--- src/rtl/zz_pkg.sv ---
package zz_pkg;
  typedef enum logic {
    ST_IDLE = 1'b0,
    ST_EMIT = 1'b1
  } zz_state_t;
endpackage

--- src/rtl/zz_rst_sync.sv ---
module zz_rst_sync #(
  parameter int STAGES = 2
) (
  input  logic clk,
  input  logic arst_n,
  output logic srst_n
);
  logic [STAGES-1:0] chain_q;
  logic [STAGES-1:0] chain_d;

  always_comb begin
    chain_d = {chain_q[STAGES-2:0], 1'b1};
  end

  always_ff @(posedge clk or negedge arst_n) begin
    if (!arst_n) chain_q <= '0;
    else         chain_q <= chain_d;
  end

  assign srst_n = chain_q[STAGES-1];
endmodule

--- src/rtl/zz_map.sv ---
module zz_map #(
  parameter int W = 64
) (
  input  logic [W-1:0] sval,
  output logic [W-1:0] uval
);
  logic [W-1:0] sign_fill;

  always_comb begin
    sign_fill = {W{sval[W-1]}};
    uval      = {sval[W-2:0], 1'b0} ^ sign_fill;
  end
endmodule

--- src/rtl/zz_len.sv ---
module zz_len #(
  parameter int W  = 64,
  parameter int GB = 7,
  localparam int NG = (W + GB - 1) / GB,
  localparam int CW = $clog2(NG + 1)
) (
  input  logic [W-1:0]  val,
  output logic [CW-1:0] nbytes
);
  logic [NG-1:0] grp_nz;

  for (genvar g = 0; g < NG; g++) begin : g_grp
    assign grp_nz[g] = |val[W-1:g*GB];
  end

  always_comb begin
    nbytes = CW'(1);
    for (int g = 0; g < NG; g++) begin
      if (grp_nz[g]) nbytes = CW'(g + 1);
    end
  end
endmodule

--- src/rtl/zz_ser.sv ---
module zz_ser
  import zz_pkg::*;
#(
  parameter int W  = 64,
  parameter int GB = 7,
  localparam int NG = (W + GB - 1) / GB,
  localparam int CW = $clog2(NG + 1)
) (
  input  logic          clk,
  input  logic          rst_n,
  input  logic          load,
  input  logic [W-1:0]  load_val,
  input  logic [CW-1:0] load_len,
  input  logic          out_ready,
  output logic          out_valid,
  output logic [GB:0]   out_byte,
  output logic          out_last,
  output logic          idle
);
  zz_state_t     st_q, st_d;
  logic [W-1:0]  sh_q, sh_d;
  logic [CW-1:0] rem_q, rem_d;
  logic          load_en, shift_en, final_byte;

  assign final_byte = (rem_q == CW'(1));
  assign load_en    = (st_q == ST_IDLE) && load;
  assign shift_en   = (st_q == ST_EMIT) && out_ready;

  always_comb begin
    st_d  = st_q;
    sh_d  = sh_q;
    rem_d = rem_q;
    if (load_en) begin
      st_d  = ST_EMIT;
      sh_d  = load_val;
      rem_d = load_len;
    end else if (shift_en) begin
      sh_d  = sh_q >> GB;
      rem_d = rem_q - CW'(1);
      if (final_byte) st_d = ST_IDLE;
    end
  end

  always_ff @(posedge clk or negedge rst_n) begin
    if (!rst_n) begin
      st_q  <= ST_IDLE;
      sh_q  <= '0;
      rem_q <= '0;
    end else if (load_en || shift_en) begin
      st_q  <= st_d;
      sh_q  <= sh_d;
      rem_q <= rem_d;
    end
  end

  assign out_valid = (st_q == ST_EMIT);
  assign out_last  = out_valid && final_byte;
  assign out_byte  = {~final_byte, sh_q[GB-1:0]};
  assign idle      = (st_q == ST_IDLE);
endmodule

--- src/rtl/zz_varint_enc.sv ---
module zz_varint_enc #(
  parameter int W  = 64,
  parameter int GB = 7
) (
  input  logic         clk,
  input  logic         rst_n,
  input  logic         in_valid,
  output logic         in_ready,
  input  logic [W-1:0] in_data,
  output logic         out_valid,
  input  logic         out_ready,
  output logic [GB:0]  out_byte,
  output logic         out_last
);
  localparam int NG = (W + GB - 1) / GB;
  localparam int CW = $clog2(NG + 1);

  logic          srst_n;
  logic [W-1:0]  mapped;
  logic [CW-1:0] glen;
  logic          ser_idle;
  logic          take;

  zz_rst_sync #(.STAGES(2)) u_rst (
    .clk    (clk),
    .arst_n (rst_n),
    .srst_n (srst_n)
  );

  zz_map #(.W(W)) u_map (
    .sval (in_data),
    .uval (mapped)
  );

  zz_len #(.W(W), .GB(GB)) u_len (
    .val    (mapped),
    .nbytes (glen)
  );

  assign in_ready = ser_idle && srst_n;
  assign take     = in_valid && in_ready;

  zz_ser #(.W(W), .GB(GB)) u_ser (
    .clk       (clk),
    .rst_n     (srst_n),
    .load      (take),
    .load_val  (mapped),
    .load_len  (glen),
    .out_ready (out_ready),
    .out_valid (out_valid),
    .out_byte  (out_byte),
    .out_last  (out_last),
    .idle      (ser_idle)
  );
endmodule

--- config.mk ---
export PLATFORM = sky130hd
export DESIGN_NAME = zz_varint_enc
export DESIGN_NICKNAME = d
export VERILOG_FILES = /design/src/rtl/zz_pkg.sv /design/src/rtl/zz_rst_sync.sv /design/src/rtl/zz_map.sv /design/src/rtl/zz_len.sv /design/src/rtl/zz_ser.sv /design/src/rtl/zz_varint_enc.sv
export SDC_FILE = /design/constraint.sdc
export NUM_CORES = 1
export LEC_CHECK = 0
export CAP_MARGIN = 20
export CORE_ASPECT_RATIO = 1.5
export CORE_MARGIN = 5
export CORE_UTILIZATION = 53
export CTS_CLUSTER_DIAMETER = 50
export CTS_CLUSTER_SIZE = 24
export DETAILED_ROUTE_END_ITERATION = 10
export GPL_TIMING_DRIVEN = 0
export PLACE_DENSITY = 0.9
export SLEW_MARGIN = 20
export SYNTH_ARGS = -nofsm -noshare
export SYNTH_HDL_FRONTEND = slang
export SYNTH_SLANG_ARGS = --single-unit
--- constraint.sdc ---
create_clock -name clk -period 3.41 [get_ports clk]
set_input_delay 1.023 -clock clk [delete_from_list [all_inputs] [get_ports clk]]
set_output_delay 1.023 -clock clk [all_outputs]
set_load 0.05 [all_outputs]
# [After elaboration in Yosys (flattened, before gate mapping)]
# Cells that the tools add are included.
[totals] regBits=71 in_bits=68 out_inout_bits=11 wordCells=43
[op_classes] n_addsub=1 n_eq_ne=1 mux=16 bitwise_logic=3 reduce_logical=18
[ops] cell="2-to-1 mux 64 bit" n=2
[ops] cell="XOR 64 bit" n=1
[ops] cell="OR reduction 57 bit" n=1
[ops] cell="OR reduction 50 bit" n=1
[ops] cell="OR reduction 43 bit" n=1
[ops] cell="2-to-1 mux 4 bit" n=10
[ops] cell="OR reduction 36 bit" n=1
[ops] cell="OR reduction 29 bit" n=1
[ops] cell="OR reduction 22 bit" n=1
[ops] cell="OR reduction 15 bit" n=1
[ops] cell="OR reduction 8 bit" n=1
[ops] cell="logical AND 1 bit" n=5
[ops] cell="== test 4 x 1 -> 1 bit (second input constant)" n=1
[ops] cell="nonzero test 2 bit" n=2
[ops] cell="subtractor 4 x 1 -> 4 bit (second input constant)" n=1
[ops] cell="2-to-1 mux 1 bit" n=3
[ops] cell="AND reduction 3 bit" n=1
[ops] cell="2-to-1 mux 2 bit" n=1
[ops] cell="NOT 1 bit" n=2
[ops] cell="AND reduction 2 bit" n=1
[ops] cell="logical OR 1 bit" n=1

# [Depth between registers and ports, before layout]
[logic_depth] depth_word=12 ltp_mapped=9 ltp_nobuf=5

# [By module]
# Synthesis repeated with hierarchy kept, for this count alone.
[unflattened] cells_unflattened=482 area_unflattened_um2=4197.8
[modules_own_cells] mod="zz_ser" instances=1 cells_per_inst=373 area_per_inst_um2=3215.6 seq_area_each_um2=1726.7
[modules_own_cells] mod="zz_map" instances=1 cells_per_inst=71 area_per_inst_um2=660.6 seq_area_each_um2=0.0
[modules_own_cells] mod="zz_len" instances=1 cells_per_inst=33 area_per_inst_um2=255.2 seq_area_each_um2=0.0
[modules_own_cells] mod="zz_rst_sync" instances=1 cells_per_inst=3 area_per_inst_um2=53.8 seq_area_each_um2=50.0
[modules_own_cells] mod="zz_varint_enc" instances=1 cells_per_inst=2 area_per_inst_um2=12.5 seq_area_each_um2=0.0

# [Worst setup path after synthesis]
# OpenSTA, ideal clock, no wires.
[synth_path] path_kind="register to output" start="reg u_rst.chain_q[1]" end="out in_ready" arrival_time_ps=2680 t_required_ps=2387 slack_ps=-293 stages_incl_launch_ff=2 n_path_buf=0 path_cell_list="dfrtp_1 > nor2b_1"
[synth_between] elab_chain_cells=1
[synth_rtl] item="start: declaration" line="zz_rst_sync.sv:8" text="logic [STAGES-1:0] chain_q;"
[synth_rtl] item="start signal: assignment" line="zz_rst_sync.sv:17" text="else chain_q <= chain_d;"
[synth_rtl] item="logical AND 1 bit" line="zz_varint_enc.sv:40" text="assign in_ready = ser_idle && srst_n;"
[synth_rtl] item="end: declaration" line="zz_varint_enc.sv:8" text="output logic in_ready,"
# No other way between the ends.

# [Worst setup path after layout]
# Same ends and word-level chain as after synthesis.

==> results by group <==
Timing
  • Max Freq: 319 MHz
  • Slew @ Worst Pin: 641 ps
  • Unrepaired setup endpoints after global routing: false
  • Max_slew headroom: roughly 57%
  • Final Cycle Share: 92.0%
  • Setup ws final: 271 ps
  • Clock Skew: 4.77 ps
  • Min Clock Period, post-route: ~3100 ps
  • Final setup viols: 0
  • Slew Viols, Final: 0
  • Hold Fails Final Rpt: 0

Finish
  • Ratio of cells with drive above 1 in the final layout: 7.14%
  • Layout area overhead: 27.9%
  • Area of the multi-input gates: 2330 um^2
  • Seq. cell area: 1780 um^2
  • Layout filler cell count: 619
  • Antenna diode count: 0
  • Non-Filler Instances: 707
  • Post-layout net count: 667
  • Final Util: 69.4%

Synth
  • Number of synthesized flops with an enable pin: 0
  • Mapped Nets: 577
  • Average size of a mapped cell: 8.56 um^2
  • Mapped cell area: approximately 4300 um^2
  • Mapped Cells: 507
  • Number of library cell types mapped by synthesis: 47
  • Yosys warnings: 0
  • Share of async-settable or async-resettable flops after synthesis: 100%
  • Ys flop type: dfrtp_1
  • Sequential fraction of the synthesis area: 40.9%
  • Yosys reg bits: 71

Setup path
  • R2R Path Start: u_rst.chain_q[1]
  • Reg2reg setup slack: 510 ps
  • Critical Path Source Type: flip-flop
  • Worst r2r dst: u_ser.sh_q[49]
  • Arr. time, crit path: around 2100 ps
  • Crit path kind: flip-flop to output port
  • Crit. End Element: output port
  • Crit-path max FO: 40
  • Reg2reg path depth: 6
  • Worst EP required: about 2400 ps

Detailed routing
  • Routed vias: 4,422
  • First-pass DRT Iterations: 6
  • Wire per inst: around 20 um
  • 1st-iter DRT viols: 482
  • Drc violations: 0
  • Antenna-violating nets left: 0
  • Final wirelength: 13,800 um
  • Vias per cell: ~6.3

Global routing
  • Vias in the first global route: around 4,600
  • Largest net degree at the start of global routing: between 40 and 50
  • Total grt overflow: 0
  • First-pass GRT wire length: 22,100 um
  • Initial antenna violation count: 0
  • Gr usage total: 27.7%

Floorplanning
  • Die ar.: 10,100 um^2
  • Placeable Area: 8010 um^2
  • Die height: around 120 um
  • DIE WIDTH: 83.9 um
  • Initial Util: 54.2%
  • I/O Pins: 79
  • Num rows: 40

Flow run
  • Total of max-cap violations: 0

Place
  • Cell count after placement: 691
  • # port buffers: 78
  • DP HPWL: 9920 um
  • Pre-CTS setup slack: 93.0 ps
  • Final Wtd Congestion: 0.952

Pwr
  • Peak VDD IR: 382 uV
  • Switch Pwr: 1.38 mW
  • Clock power share: 24.4%
  • Int Power: 2.28 mW
  • P_leak: ~2.3 nW
  • Comb power frac: 36.6%
  • Reg power frac: 39.0%
  • Pwr/cell area: 660 nW/um^2
  • Sw frac: 37.7%

CTS
  • Hold_buf cts: 0
  • Worst-path clk slew: 60 ps
  • Worst-Skew Late Latency: 340 ps
  • Root Buffer: clkbuf_16
  • Max clock buf depth: 2
  • CTS resizes: 1
  • Post-CTS Setup Inserts: 0
  • Total CTS buffers: 9
  • H-tree Lvls: 3
  • CTS tree: yes
  • Sink Count: 71

Status
  • Outcome: completed

Hold path
  • Worst hold path class: flip-flop to asynchronous set/reset pin
## worst max-delay path: stages (launching register included)
cell	delay, ps
dfrtp_4	710
buf_12	290
nor2b_1	190
dlygate4sd2_1	540
## per-stage QoR
stage,TNS [ps],total power [mW],hold WS (ps),area [um^2]
3_3_place_gp,-123,2.66,336,5260
3_5_place_dp,0,2.73,287,5280
5_1_grt,0,3.84,318,5550
6_report,0,3.66,279,5550
4_1_cts,0,3.64,287,5550
2_1_floorplan,0,2.27,331,4340
## cells by family after synthesis
group                      count (synthesis)  synth area share (%)
and+or+nand+nor                          228                  23.5
AOI/OAI and AO/OA                         89                  15.3
DFF                                       71                  40.9
xor gates and xnor gates                  64                  12.9
buffers and inverters                     47                  5.48
muxes                                      5                  1.24
adders and majority gates                  2                 0.576
other                                      1                0.0864
## cell usage after synthesis (4+ instances only)
| cell | instances | share of area [%] |
|---|---|---|
| nand2_1 | 97 | 8.4 |
| a31oi_1 | 43 | 6.2 |
| or4_1 | 7 | 1.2 |
| and4_1 | 4 | 0.81 |
| nand4_1 | 8 | 1.2 |
| nand3_1 | 15 | 1.7 |
| buf_4 | 9 | 1.6 |
| dfrtp_1 | 71 | 41 |
| xor2_1 | 43 | 8.7 |
| nor3_1 | 9 | 1.0 |
| xnor2_1 | 21 | 4.2 |
| a221o_1 | 15 | 3.5 |
| buf_2 | 7 | 0.81 |
| nor2_1 | 68 | 5.9 |
| o21ai_0 | 9 | 1.0 |
| clkbuf_1 | 20 | 1.7 |
| mux2i_1 | 4 | 0.92 |
| nor4_1 | 6 | 0.86 |
| buf_1 | 6 | 0.52 |
## worst max-delay path by stage
stage                     start        endpoint  slack [ps]  cells past startpoint
2_1_floorplan  u_rst.chain_q[1]        in_ready         400                      1
3_3_place_gp   u_rst.chain_q[1]        in_ready        -120                      2
3_5_place_dp        in_data[63]  u_ser.sh_q[28]          90                      9
4_1_cts        u_rst.chain_q[1]        in_ready         240                      3
5_1_grt        u_rst.chain_q[1]        in_ready         110                      3
6_report       u_rst.chain_q[1]        in_ready         270                      3
## cell usage in the layout (no fill, tap or decap), types with 2 or more instances in the layout
cell type         n
a211oi_2          2
a21oi_1           3
a221o_1          15
a22oi_1           3
a31oi_1          43
a41oi_1           2
and2_1            2
and3_1            2
and4_1            4
buf_1             6
buf_2             7
buf_4             9
clkbuf_1         22
clkbuf_16         9
clkbuf_8          2
clkdlybuf4s50_1  77
clkinv_2          2
dfrtp_1          70
ha_1              2
inv_1             3
mux2i_1           4
nand2_1          97
nand3_1          15
nand4_1           8
nor2_1           68
nor2b_1           2
nor3_1            9
nor4_1            6
o21ai_0           9
o221ai_1          2
o22a_1            2
or3_1             3
or4_1             7
or4_4             2
xnor2_1          21
xor2_1           43
## final cells by class
cell class | count | share of cell area [%]
Multi-Input combinational cell | 389 | 41.9
Buffer | 44 | 4.08
Tap cell | 105 | 2.37
Sequential cell | 71 | 32.1
Clock inverter | 3 | 0.315
Timing Repair Buffer | 79 | 14.4
Inverter | 3 | 0.203
Clock buffer | 13 | 4.69
## sequential cells by signal, summed over array words and instances, names as in the netlist
| name | cells |
|---|---|
| u_rst.chain_q | 2 |
| u_ser.out_valid | 1 |
| u_ser.rem_q | 4 |
| u_ser.sh_q | 64 |
## power groups by stage
stage / clock network (mW) / logic [mW] / registers, mW
after floorplan: 0 / 0.903 / 1.37
after global placement: 0 / 1.25 / 1.41
after detailed placement: 0 / 1.31 / 1.42
after CTS: 0.896 / 1.33 / 1.41
after global routing: 0.929 / 1.45 / 1.46
final: 0.894 / 1.34 / 1.43
## routing by layer
layer	part of all wire (%)	GRT usage, %	vias to the layer above	routed length [um]
met3	8.6	7.95	92	1180
met1	36	30.0	2075	4930
met2	49	45.3	300	6770
met4	6.4	21.2	0	885
met5	0	0	-	0
li1	-	-	1955	-
(Power assumes the default switching activity.)
